`src/rtl/msi_pkg.sv`:
```
package msi_pkg;
    localparam int MSG_W     = 16;
    localparam int BUS_W     = 32;
    localparam int ADDR_W    = 32;
    localparam int NSRC      = 2;
    localparam int SRC_POSTQ = 0;
    localparam int SRC_DBMSG = 1;
    localparam logic [2:0] MME_TWO = 3'b001;

    typedef enum logic {
        S_IDLE = 1'b0,
        S_REQ  = 1'b1
    } req_state_e;
endpackage

```
`src/rtl/msi_data_reg.sv`:
```
module msi_data_reg #(
    parameter int W = 16
) (
    input  logic         clk,
    input  logic         rst_n,
    input  logic         host_we,
    input  logic [W-1:0] host_wdata,
    input  logic         loc_we,
    input  logic [W-1:0] loc_wdata,
    output logic [W-1:0] value
);
    logic [W-1:0] val_q;

    // host path has priority on a same-cycle collision
    always_ff @(posedge clk) begin
        if (!rst_n)       val_q <= '0;
        else if (host_we) val_q <= host_wdata;
        else if (loc_we)  val_q <= loc_wdata;
    end

    assign value = val_q;
endmodule

```
`src/rtl/msi_pend.sv`:
```
module msi_pend (
    input  logic clk,
    input  logic rst_n,
    input  logic ev,
    input  logic clr,
    output logic pend
);
    logic ev_q;
    logic pend_q;
    logic rise;

    assign rise = ev & ~ev_q;

    // a new edge wins over a clear in the same cycle so no event is lost
    always_ff @(posedge clk) begin
        if (!rst_n) begin
            ev_q   <= 1'b0;
            pend_q <= 1'b0;
        end else begin
            ev_q   <= ev;
            pend_q <= rise | (pend_q & ~clr);
        end
    end

    assign pend = pend_q;
endmodule

```
`src/rtl/msi_req_fsm.sv`:
```
module msi_req_fsm
    import msi_pkg::*;
#(
    parameter int MW = 16,
    parameter int BW = 32,
    parameter int AW = 32,
    parameter int NS = 2
) (
    input  logic            clk,
    input  logic            rst_n,
    input  logic [NS-1:0]   pend,
    input  logic            msi_en,
    input  logic            two_mode,
    input  logic            gnt,
    input  logic [MW-1:0]   msg_val,
    input  logic [AW-1:0]   addr_in,
    output logic            req,
    output logic [AW-1:0]   req_addr,
    output logic [BW-1:0]   req_data,
    output logic [BW/8-1:0] req_be,
    output logic [NS-1:0]   clr
);
    localparam int PAD_W = BW - MW;

    req_state_e state_q, state_d;
    logic          launch;
    logic          accept;
    logic          pick_db;
    logic          grp_db_q;
    logic          two_q;
    logic [AW-1:0] addr_q;
    logic [BW-1:0] data_q;
    logic [BW-1:0] data_d;

    assign launch = msi_en && (|pend);
    assign accept = (state_q == S_REQ) && gnt;

    // post-queue first when two vectors are in use
    assign pick_db = two_mode && !pend[SRC_POSTQ];

    always_comb begin
        data_d = {{PAD_W{1'b0}}, msg_val};
        if (two_mode) data_d[0] = pick_db;
    end

    always_comb begin
        state_d = state_q;
        unique case (state_q)
            S_IDLE: if (launch) state_d = S_REQ;   // launch
            S_REQ:  if (gnt)    state_d = S_IDLE;  // accept, else hold
            default:            state_d = S_IDLE;
        endcase
    end

    always_ff @(posedge clk) begin
        if (!rst_n) state_q <= S_IDLE;
        else        state_q <= state_d;
    end

    always_ff @(posedge clk) begin
        if (!rst_n) begin
            grp_db_q <= 1'b0;
            two_q    <= 1'b0;
            addr_q   <= '0;
            data_q   <= '0;
        end else if (state_q == S_IDLE && launch) begin
            grp_db_q <= pick_db;
            two_q    <= two_mode;
            addr_q   <= addr_in;
            data_q   <= data_d;
        end
    end

    always_comb begin
        req       = (state_q == S_REQ);
        req_addr  = addr_q;
        req_data  = data_q;
        req_be    = '1;
        clr       = '0;
        clr[SRC_POSTQ] = accept && (!two_q || !grp_db_q);
        clr[SRC_DBMSG] = accept && (!two_q ||  grp_db_q);
    end
endmodule

```
`src/rtl/msi_msg_gen.sv`:
```
module msi_msg_gen
    import msi_pkg::*;
(
    input  logic              clk,
    input  logic              rst_n,
    input  logic              host_we,
    input  logic [MSG_W-1:0]  host_wdata,
    input  logic              loc_we,
    input  logic [MSG_W-1:0]  loc_wdata,
    output logic [MSG_W-1:0]  msg_data,
    input  logic [2:0]        mme,
    input  logic              msi_en,
    input  logic [ADDR_W-1:0] msi_addr,
    input  logic              ev_postq,
    input  logic              ev_dbmsg,
    output logic              req,
    output logic [ADDR_W-1:0] req_addr,
    output logic [BUS_W-1:0]  req_data,
    output logic [BUS_W/8-1:0] req_be,
    input  logic              gnt
);
    logic [NSRC-1:0] ev_vec;
    logic [NSRC-1:0] pend_vec;
    logic [NSRC-1:0] clr_vec;
    logic            two_mode;

    assign ev_vec[SRC_POSTQ] = ev_postq;
    assign ev_vec[SRC_DBMSG] = ev_dbmsg;
    assign two_mode = (mme == MME_TWO);

    msi_data_reg #(.W(MSG_W)) u_reg (
        .clk        (clk),
        .rst_n      (rst_n),
        .host_we    (host_we),
        .host_wdata (host_wdata),
        .loc_we     (loc_we),
        .loc_wdata  (loc_wdata),
        .value      (msg_data)
    );

    for (genvar g = 0; g < NSRC; g++) begin : g_src
        msi_pend u_pend (
            .clk   (clk),
            .rst_n (rst_n),
            .ev    (ev_vec[g]),
            .clr   (clr_vec[g]),
            .pend  (pend_vec[g])
        );
    end

    msi_req_fsm #(.MW(MSG_W), .BW(BUS_W), .AW(ADDR_W), .NS(NSRC)) u_fsm (
        .clk      (clk),
        .rst_n    (rst_n),
        .pend     (pend_vec),
        .msi_en   (msi_en),
        .two_mode (two_mode),
        .gnt      (gnt),
        .msg_val  (msg_data),
        .addr_in  (msi_addr),
        .req      (req),
        .req_addr (req_addr),
        .req_data (req_data),
        .req_be   (req_be),
        .clr      (clr_vec)
    );
endmodule

```
`config.mk`:
```
export PLATFORM = sky130hd
export DESIGN_NAME = msi_msg_gen
export DESIGN_NICKNAME = d
export VERILOG_FILES = /design/src/rtl/msi_pkg.sv /design/src/rtl/msi_data_reg.sv /design/src/rtl/msi_pend.sv /design/src/rtl/msi_req_fsm.sv /design/src/rtl/msi_msg_gen.sv
export SDC_FILE = /design/constraint.sdc
export NUM_CORES = 1
export LEC_CHECK = 0
export BUFFER_PORTS_ARGS = -buffer_cell sky130_fd_sc_hd__buf_4
export CORE_AREA = 2 2 92 94
export DETAILED_ROUTE_END_ITERATION = 8
export DIE_AREA = 0 0 94 96
export PLACE_DENSITY_LB_ADDON = 0.25
export SKIP_LAST_GASP = 1
export SYNTH_ARGS = -nofsm -noshare
export SYNTH_HDL_FRONTEND = slang
export SYNTH_SLANG_ARGS = --single-unit
```
`constraint.sdc`:
```
create_clock -name clk -period 1.2 [get_ports clk]
set_clock_uncertainty 0.05 [all_clocks]
set_input_delay 0.06 -clock clk [delete_from_list [all_inputs] [get_ports clk]]
set_output_delay 0.06 -clock clk [all_outputs]
set_load 0.005 [all_outputs]
```
## Word-level counts from Yosys, hierarchy flattened

Cells that the tools add are included.

| cells by class | value |
|---|---|
| eq/ne operators | 1 |
| muxes and demuxes | 6 |
| bitwise gates (word level) | 11 |
| reduce and logical (&&, ||, !) cells | 13 |

Operators with widths:

| operator | number |
|---|---|
| 16-bit two-way mux | 2 |
| 1-bit logical AND | 6 |
| 1-bit inverter | 5 |
| 1-bit bitwise AND | 4 |
| 3-bit by 1-bit == test with 1-bit output, second input constant | 1 |
| 1-bit logical NOT | 3 |
| 1-bit two-way mux | 3 |
| 1-bit logical OR | 2 |
| 1-bit OR | 2 |
| 1-bit case mux with 2 select lines | 1 |
| 2-bit nonzero test | 1 |
| 2-bit OR reduction | 1 |

| storage, ports and cells | value |
|---|---|
| register bits after elaboration | 71 |
| input bits | 75 |
| output and inout port bits | 85 |
| logic and storage cells | 41 |

## Depth between registers and ports, before layout

Gate-level depths: netlist of the first run.

| logic depth | value |
|---|---|
| depth in word-level cells | 6 |
| gate-level depth with buffers | 5 |

## Cells and area by module

A second synthesis of the first run with hierarchy kept.

| second synthesis, totals | value |
|---|---|
| cell total of the unflattened synthesis | 355 |
| area, all modules | 3326.9 µm² |

Modules (own cells, without submodules):

| module | instances | cells each | area each (µm²) | sequential area each (µm²) |
|---|---|---|---|---|
| msi_req_fsm | 1 | 271 | 2322.2 | 1021.0 |
| msi_data_reg | 1 | 71 | 852.1 | 320.3 |
| msi_pend | 2 | 6 | 70.1 | 40.0 |
| msi_msg_gen | 1 | 1 | 12.5 | 0.0 |

## Least setup slack after synthesis of the first run

No wires, ideal clock.

| timing path | value |
|---|---|
| kind | flip-flop to flip-flop |
| start | register g_src[0].u_pend.pend_q |
| end | register u_fsm.addr_q[0], in the netlist u_fsm.req_addr[0] |
| library setup time | 70 ps |
| data arrival time | 954 ps |
| data required time | 1080 ps |
| slack | 126 ps |
| cell stages (with the launch flop) | 5 |
| period minus slack after synthesis | 1074 ps |
| cells stage by stage | dfxtp_1 > o211ai_4 > buf_6 > nand2_1 > a21boi_1 |

| between the ends | value |
|---|---|
| word-level cells in the longest chain between the ends | 3 |

Ends and longest elaborated chain:

| item | line | source |
|---|---|---|
| from (decl) | msi_pend.sv:9 | `logic pend_q;` |
| from (signal assigned) | msi_pend.sv:21 | `pend_q <= rise \| (pend_q & ~clr);` |
| 2-bit OR reduction | msi_req_fsm.sv:35 | `assign launch = msi_en && (\|pend);` |
| 1-bit logical AND | msi_req_fsm.sv:35 |  |
| 1-bit logical AND | msi_req_fsm.sv:66 | `end else if (state_q == S_IDLE && launch) begin` |
| to (signal assigned) | msi_req_fsm.sv:69 | `addr_q <= addr_in;` |
| to (decl) | msi_req_fsm.sv:31 | `logic [AW-1:0] addr_q;` |

No other way between the ends.
A chain may end at the register's enable or synchronous reset.

## Worst setup path after layout of the first run

| timing path | value |
|---|---|
| start | register g_src[1].u_pend.pend_q |
| end | register u_fsm.addr_q[3], in the netlist u_fsm.req_addr[3] |

| between the ends | value |
|---|---|
| word-level cells in the longest chain between the ends | 3 |

Ends and longest elaborated chain:

| item | line |
|---|---|
| from (decl) | msi_pend.sv:9 |
| from (signal assigned) | msi_pend.sv:21 |
| 2-bit OR reduction | msi_req_fsm.sv:35 |
| 1-bit logical AND | msi_req_fsm.sv:35 |
| 1-bit logical AND | msi_req_fsm.sv:66 |

No other way between the ends.

==> results of run 1 <==
[timing repair]
action	4_1_cts	5_1_grt
hold buffers	50	0
gates cloned	0	2
setup buffers	0	2
pin swaps	0	2
gates resized for setup	1	13
setup endpoints to repair	1	48
endpoints found under the hold margin	52	0
[worst max-delay path: cells and delay by family (launching register included)]
| family | cells | cell delay, ns |
|---|---|---|
| DFF | 1 | 0.34 |
| AOI/OAI and AO/OA | 2 | 0.34 |
| buffers and inverters | 2 | 0.30 |
| and+or+nand+nor | 1 | 0.06 |
[where the power goes]
group          switching, mW  leakage [nW]  total [mW]  internal, mW
Combinational          0.399          1.53        1.04         0.637
Sequential            0.0805         0.581        2.57          2.49
Clock                  0.791        0.0854        1.63         0.840
Total                   1.27          2.20        5.23          3.96
[worst paths after layout]
check                            start            endpoint  slack (ns)  depth (start not counted)
setup / recovery  g_src[1].u_pend.pend   u_fsm.req_addr[3]        0.03                          5
hold reg to reg     u_fsm.req_addr[31]  u_fsm.req_addr[31]        0.40                          2
setup reg to reg  g_src[1].u_pend.pend   u_fsm.req_addr[3]        0.03                          5
hold / removal                     gnt           u_fsm.req        0.02                          3
[layout by cell type, fill, tap and decap left out]
master,count
nand3b_1,1
buf_4,143
mux2i_1,16
inv_2,1
clkinv_2,1
and2_1,20
conb_1,20
o21ai_0,19
o211ai_4,1
a21boi_1,50
buf_8,1
nor3b_1,1
buf_6,3
dfxtp_2,2
clkbuf_8,11
o211a_4,1
clkbuf_16,2
dlygate4sd3_1,50
nand2_1,116
nand2b_1,2
a21boi_0,2
dfxtp_1,69
o211ai_1,1
nor2b_1,1
buf_12,4
clkbuf_1,2
[routing by layer]
| metal | wire [µm] | GRT usage | vias to the layer above | share of wire |
|---|---|---|---|---|
| met1 | 3280 | 0.184 | 1336 | 0.40 |
| met3 | 536 | 0.0517 | 8 | 0.066 |
| met4 | 59 | 0.0628 | 0 | 0.0073 |
| met5 | 0 | 0 | - | 0 |
| met2 | 4240 | 0.312 | 91 | 0.52 |
| li1 | - | - | 1461 | - |
[area by class of cell]
class | instances | area (µm²) | area share
Timing Repair Buffer | 203 | 1750 | 0.362
Clock inverter | 1 | 5.00 | 0.00103
Inverter | 1 | 3.75 | 0.000776
Sequential cell | 71 | 1420 | 0.294
Multi-Input combinational cell | 251 | 1360 | 0.281
Clock buffer | 13 | 159 | 0.0329
Tap cell | 105 | 131 | 0.0272
[stage by stage]
stage | instance area (µm²) | hold slack (ns) | instances | power (mW) | TNS (ns)
floorplan | 3200 | 0.132 | 380 | 3.10 | 0
global placement | 4060 | 0.227 | 577 | 3.44 | 0
detailed placement | 4060 | 0.227 | 577 | 3.45 | 0
CTS | 4730 | 0.00877 | 641 | 5.24 | 0
global route | 4840 | 0.0218 | 645 | 5.53 | -0.0883
finish | 4840 | 0.0210 | 645 | 5.23 | 0
[sequential cells by signal (all words and copies together), names as in the netlist]
register / flops
g_src.u_pend.ev_q: 2
u_reg.value: 16
g_src.u_pend.pend: 2
u_fsm.two_q: 1
u_fsm.req_addr: 32
u_fsm.req: 1
u_fsm.grp_db_q: 1
u_fsm.req_data: 16
[logic make-up after synthesis]
logic type / after synthesis
other: 2
muxes: 16
AOI/OAI and AO/OA: 74
buffers and inverters: 58
DFF: 71
and+or+nand+nor: 141
==> results.tsv, run 1 <==
stage	metric	value	unit
status	status	complete, no violations	
timing	final setup margin	0.0267	ns
synthesis	Unique masters post-synth	19	
drt	# DRC	0	
clock_tree	# H-tree levels	3	
setup_path	Worst setup EP type	flip-flop	
setup_path	Worst Path Required	1.41	ns
die	IO Count	160	
die	Die Y-Extent	96	µm
drt	First-pass DRT Iterations	6	
synthesis	Mean Syn Cell Area	8.66	µm²
timing	Fmax	852	MHz
global_routing	first-pass GRT wire length	12.1	mm
clock_tree	latest clock arrival within the worst-skew pair	0.32	ns
timing	final setup violation count	0	
drt	Routed WL	8.12	mm
clock_tree	CTS tree	yes	
global_routing	vias in the first global route	2735	
power	power per cell area	1080	nW/µm²
synthesis	mapped cell area	3140	µm²
setup_path	slowest CP cell	dfxtp_2	
synthesis	Post-Synthesis Cells	362	
finish	Layout Utilization	0.601	
setup_path	CP Max Fanout	17	
timing	Final min period	1.17	ns
die	core region area	8050	µm²
synthesis	post-synth top area cell	dfxtp_1	
synthesis	synth cell count leaders	nand2_1, dfxtp_1, a21boi_1, buf_4, and2_1	
synthesis	top cell type's share of synthesized area	0.453	
synthesis	simple-gate share of the synthesized area	0.190	
clock_tree	Clock Path Buffers	2	
placement	final RePlAce weighted congestion	0.692	
placement	input/output buffers	139	
global_routing	GRT overflow	0	
global_routing	largest net degree at the start of global routing	52	
timing	final hold vios	0	
drt	Wirelength per Cell	12.6	µm
flow_run	# Max-Cap Violations	0	
die	row count	33	
setup_path	crit path kind	reg2reg	
global_routing	Total GRT Usage	0.170	
timing	Final Max Slew Viols	0	
synthesis	Synth Area in Adders	0	
clock_tree	CTS root buffer	clkbuf_8	
power	VDD IR max	0.000493	V
setup_path	Critical Path Start Type	flip-flop	
finish	# fillers	723	
clock_tree	CTS Sinks	71	
finish	share of post-route cells with drive strength above 1	0.315	
synthesis	synth warn	0	
die	Initial Util	0.389	
synthesis	Synth Area in Compound Gates	0.170	
timing	RSZ-0062 raised after global routing	true	
worst_hold_path	worst min path class	in2reg	
timing	final worst-path cycle share	0.978	
synthesis	ys async rst share	0	
clock_tree	CTS Buf Count	9	
die	die area	9020	µm²
setup_path	worst path arrival time	1.38	ns
die	Die Width	94	µm
global_routing	antenna violations before repair	0	
setup_path	Worst path max stage delay	0.34	ns
synthesis	post-synthesis sequential area ratio	0.453	
synthesis	main combinational cell family by area after synthesis	simple AND/OR/NAND/NOR gates	
drt	vias per std cell	4.49	
setup_path	critical path, cell by cell	o211ai_4, buf_6, buf_12, nand2_1, a21boi_1	
drt	DR iter-0 viols	68	
drt	vias	2896	
placement	post-DP HPWL	5.13	mm
drt	post-route ant nets	0	
synthesis	ys flop type	dfxtp_1	
synthesis	EDFF count, synth	0	
synthesis	most area-consuming cells after synthesis	dfxtp_1, nand2_1, a21boi_1, buf_4, mux2i_1	
clock_tree	CTS clk-pin slew, worst paths	0.07	ns
synthesis	XOR/XNOR Fraction of Synth Area	0	
synthesis	mux share of post-synthesis cell area	0.0511	
synthesis	cell with the most instances after synthesis	nand2_1	
finish	P&R area growth vs syn	54.3	%
placement	Setup WS pre-CTS	0.00422	ns
power	P_leak	2.20	nW
finish	nets	612	
finish	ANT cells	0	
synthesis	number of synthesized register bits	71	
Note: power is estimated with default switching activity, not from simulation.
==> run 2, diff against run 1 <==
Settings changed: BUFFER_PORTS_ARGS -buffer_cell sky130_fd_sc_hd__buf_4 to not set, DONT_BUFFER_PORTS set to 1.
==> results.tsv, run 2 (synthesized netlist as in run 1, its figures left out) <==
stage	metric	value	unit
global_routing	GRT overflow	0	
setup_path	worst path arrival time	1.43	ns
global_routing	antenna violations before repair	0	
timing	final hold vios	69	
clock_tree	CTS Buf Count	9	
die	Die Y-Extent	96	µm
drt	Wirelength per Cell	13.7	µm
timing	Final Max Slew Viols	0	
drt	First-pass DRT Iterations	4	
drt	post-route ant nets	0	
worst_hold_path	worst min path class	in2reg	
clock_tree	CTS Sinks	71	
clock_tree	Clock Path Buffers	2	
finish	ANT cells	0	
drt	# DRC	0	
timing	Final min period	1.21	ns
placement	Setup WS pre-CTS	-0.0246	ns
timing	final setup margin	-0.0147	ns
timing	final setup TNS	-0.0269	ns
finish	post-route insts no fill	493	
drt	DR iter-0 viols	78	
finish	P&R area growth vs syn	18.8	%
global_routing	first-pass GRT wire length	10.1	mm
clock_tree	Hold-fix buffers, CTS	36	
global_routing	Total GRT Usage	0.145	
clock_tree	# H-tree levels	3	
placement	dpl cell area	3020	µm²
status	status	finished, violations left	
finish	most frequent cells in the layout	nand2_1, dfxtp_1, a21boi_1, dlygate4sd3_1	
setup_path	Worst path max stage delay	0.37	ns
setup_path	slowest CP cell	dfxtp_4	
setup_path	Worst Reg-to-Reg Cells	5	
die	Initial Util	0.389	
setup_path	CP delay by family, top	compound AO/OA/AOI/OAI gates	
global_routing	vias in the first global route	2192	
finish	max reg flops	32	
setup_path	Worst Path Required	1.41	ns
clock_tree	CTS clk-pin slew, worst paths	0.07	ns
global_routing	largest net degree at the start of global routing	72	
drt	vias	2304	
placement	final RePlAce weighted congestion	0.643	
timing	RSZ-0062 raised after global routing	true	
worst_hold_path	hold depth	1	
die	row count	33	
setup_path	Worst R2R Setup Slack	-0.01	ns
status	failing checks	negative hold slack, negative setup slack	
die	IO Count	160	
clock_tree	latest clock arrival within the worst-skew pair	0.33	ns
power	power per cell area	1410	nW/µm²
finish	fin area	3720	µm²
setup_path	WP buf/inv	2	
setup_path	critical path, cell by cell	o211ai_4, buf_12, buf_6, nand2_1, a21boi_1	
power	Pwr Total	5.25	mW
finish	most common cell after layout, fill and taps aside	nand2_1	
placement	placed insts	438	
die	Die Width	94	µm
timing	worst hold slack	-0.184	ns
setup_path	crit path kind	reg2reg	
drt	vias per std cell	4.67	
flow_run	# Max-Cap Violations	0	
setup_path	Crit. path cell count	5	
clock_tree	CTS tree	yes	
timing	final setup violation count	5	
clock_tree	CTS root buffer	clkbuf_8	
die	core region area	8050	µm²
placement	post-DP HPWL	4.47	mm
setup_path	Critical Path Start Type	flip-flop	
power	P_leak	1.46	nW
finish	nets	458	
placement	input/output buffers	0	
drt	Routed WL	6.76	mm
die	die area	9020	µm²
timing	Fmax	823	MHz
finish	share of post-route cells with drive strength above 1	0.113	
timing	final worst-path cycle share	1.01	
power	VDD IR max	0.000594	V
setup_path	Worst setup EP type	flip-flop	
finish	Layout Utilization	0.462	
setup_path	CP Max Fanout	7	
## run 2: worst register-to-register path: stages (launching register included)
cell      delay [ns]
dfxtp_4         0.37
o211ai_4        0.25
buf_12          0.17
buf_6           0.13
nand2_1         0.06
a21boi_1        0.13
## run 2: final cells by class
cell class | instances | area, µm²
sequential | 71 | 1430
timing repair buffer | 49 | 542
inverter | 1 | 3.75
clock inverter | 2 | 35.0
fill | 779 | 4330
clock buffer | 14 | 193
multi-input combinational | 251 | 1390
tap | 105 | 131
## run 2: layer usage
metal	up-vias	share of wire	track usage
met1	1042	0.40	0.160
met2	97	0.49	0.242
met3	9	0.10	0.0713
li1	1156	-	-
met5	-	0	0
met4	0	0.012	0.0531
## run 2: final timing paths
path	start	to
setup / recovery	g_src[1].u_pend.pend	u_fsm.req_addr[25]
hold reg to reg	u_fsm.req_addr[18]	u_fsm.req_addr[18]
hold / removal	rst_n	u_reg.value[2]
setup reg to reg	g_src[1].u_pend.pend	u_fsm.req_addr[25]
## run 2: power by group
part	leakage (nW)	switching [mW]	internal [mW]
clock network	0.119	0.847	1.24
registers	0.582	0.108	2.49
logic	0.760	0.240	0.326
## run 2: timing repair
item                                    4_1_cts  5_1_grt
pin swaps                                     0       22
endpoints found under the setup margin       19       50
endpoints found under the hold margin        71       69
gates cloned                                  0        2
setup buffers                                 0        1
resized for setup                             1       29
==> run 3, diff against run 2 <==
--- a/config.mk
+++ b/config.mk
@@ -8,2 +8,3 @@
 export CORE_AREA = 2 2 92 94
+export CTS_CLUSTER_SIZE = 28
 export DETAILED_ROUTE_END_ITERATION = 8
==> constraint.sdc (replaced) <==
create_clock -name clk -period 1.2 [get_ports clk]
set_clock_uncertainty 0.05 [all_clocks]
set_input_delay 0.24 -clock clk [delete_from_list [all_inputs] [get_ports clk]]
set_output_delay 0.24 -clock clk [all_outputs]
set_load 0.005 [all_outputs]
==> results.tsv, run 3 (synthesized netlist as in run 1, its figures left out) <==
stage	metric	value	unit
status	status	finished, violations left	
status	failing checks	negative setup slack	
timing	final worst-path cycle share	1.01	
timing	final setup violation count	6	
drt	post-route ant nets	0	
die	row count	33	
power	power per cell area	1420	nW/µm²
die	IO Count	160	
setup_path	Worst path max stage delay	0.36	ns
die	core region area	8050	µm²
placement	post-DP HPWL	4.47	mm
setup_path	CP delay by family, top	compound AO/OA/AOI/OAI gates	
placement	final RePlAce weighted congestion	0.643	
drt	First-pass DRT Iterations	4	
finish	FF+latch area	1430	µm²
finish	ANT cells	0	
clock_tree	# H-tree levels	3	
setup_path	crit path kind	reg2reg	
worst_hold_path	hold depth	1	
clock_tree	latest clock arrival within the worst-skew pair	0.33	ns
die	Die Y-Extent	96	µm
finish	most frequent cells in the layout	nand2_1, dfxtp_1, a21boi_1, dlygate4sd3_1	
timing	Fmax	822	MHz
drt	vias	2299	
clock_tree	CTS Sinks	71	
finish	fin area	3700	µm²
drt	Wirelength per Cell	13.8	µm
finish	post-route insts no fill	491	
global_routing	vias in the first global route	2177	
timing	RSZ-0062 raised after global routing	true	
timing	Final Max Slew Viols	0	
finish	nets	456	
clock_tree	CTS clk-pin slew, worst paths	0.07	ns
drt	DR iter-0 viols	88	
timing	final setup margin	-0.0161	ns
setup_path	Worst Reg-to-Reg Cells	5	
global_routing	antenna violations before repair	0	
setup_path	slowest CP cell	dfxtp_4	
setup_path	CP Max Fanout	7	
timing	Final min period	1.22	ns
drt	Routed WL	6.77	mm
clock_tree	Clock Path Buffers	2	
drt	# DRC	0	
clock_tree	CTS root buffer	clkbuf_8	
setup_path	Worst Path Required	1.42	ns
placement	input/output buffers	0	
clock_tree	CTS tree	yes	
setup_path	WP buf/inv	2	
flow_run	# Max-Cap Violations	0	
power	P_leak	1.45	nW
power	VDD IR max	0.000591	V
placement	placed insts	438	
global_routing	largest net degree at the start of global routing	72	
setup_path	Worst R2R Setup Slack	-0.02	ns
die	Die Width	94	µm
global_routing	GRT overflow	0	
drt	vias per std cell	4.68	
worst_hold_path	worst min path class	in2reg	
setup_path	Worst setup EP type	flip-flop	
setup_path	worst path arrival time	1.43	ns
finish	most common cell after layout, fill and taps aside	nand2_1	
die	Initial Util	0.389	
clock_tree	Hold-fix buffers, CTS	34	
clock_tree	CTS Buf Count	9	
global_routing	Total GRT Usage	0.145	
finish	max reg flops	32	
finish	share of post-route cells with drive strength above 1	0.114	
finish	multi-input logic area	1390	µm²
global_routing	first-pass GRT wire length	10.1	mm
setup_path	critical path, cell by cell	o211ai_4, buf_12, buf_6, nand2_1, a21boi_1	
timing	final hold vios	0	
finish	P&R area growth vs syn	18.1	%
placement	dpl cell area	3020	µm²
setup_path	Critical Path Start Type	flip-flop	
die	die area	9020	µm²
finish	# fillers	785	
setup_path	Crit. path cell count	5	
## run 3: repair_timing
action	in CTS	in global routing
setup endpoints to repair	19	50
gates resized for setup	1	29
pin swaps	0	22
gates cloned	0	2
setup buffers	0	1
hold endpoints to repair	64	61
## run 3: cell type report
cell class,instances,area share
Sequential cell,71,0.385
Multi-Input combinational cell,251,0.376
Timing Repair Buffer,47,0.141
Clock buffer,14,0.0520
Tap cell,105,0.0355
Clock inverter,2,0.00946
Inverter,1,0.00101
## run 3: worst paths after layout
check	from	end
hold reg to reg	u_fsm.req_addr[18]	u_fsm.req_addr[18]
setup / recovery	g_src[1].u_pend.pend	u_fsm.req_addr[25]
setup reg to reg	g_src[1].u_pend.pend	u_fsm.req_addr[25]
hold / removal	rst_n	g_src[0].u_pend.ev_q
## run 3: metrics by stage
| step | setup WS [ns] | utilization | hold WS, ns | power (mW) | TNS (ns) |
|---|---|---|---|---|---|
| after CTS | -0.0175 | 0.446 | -0.0411 | 5.28 | -0.0503 |
| after global routing | -0.0593 | 0.460 | -0.0435 | 5.54 | -1.44 |
| after detailed placement | -0.0246 | 0.375 | 0.315 | 3.06 | -0.0712 |
| after floorplan | 0.105 | - | 0.312 | 3.10 | 0 |
| after global placement | 0.0477 | 0.375 | 0.314 | 3.05 | 0 |
| final | -0.0161 | 0.460 | 0.00500 | 5.24 | -0.0314 |
## run 3: power breakdown
group | total (mW) | internal (mW) | switching (mW) | leakage [nW]
Combinational | 0.560 | 0.321 | 0.239 | 0.748
Clock | 2.09 | 1.24 | 0.848 | 0.119
Sequential | 2.59 | 2.49 | 0.108 | 0.582
## run 3: routing by layer
| layer | vias to the layer above | routed length (µm) | track usage |
|---|---|---|---|
| met2 | 98 | 3280 | 0.242 |
| met3 | 11 | 698 | 0.0705 |
| met5 | - | 0 | 0 |
| met1 | 1038 | 2700 | 0.161 |
| li1 | 1152 | - | - |
| met4 | 0 | 96 | 0.0531 |
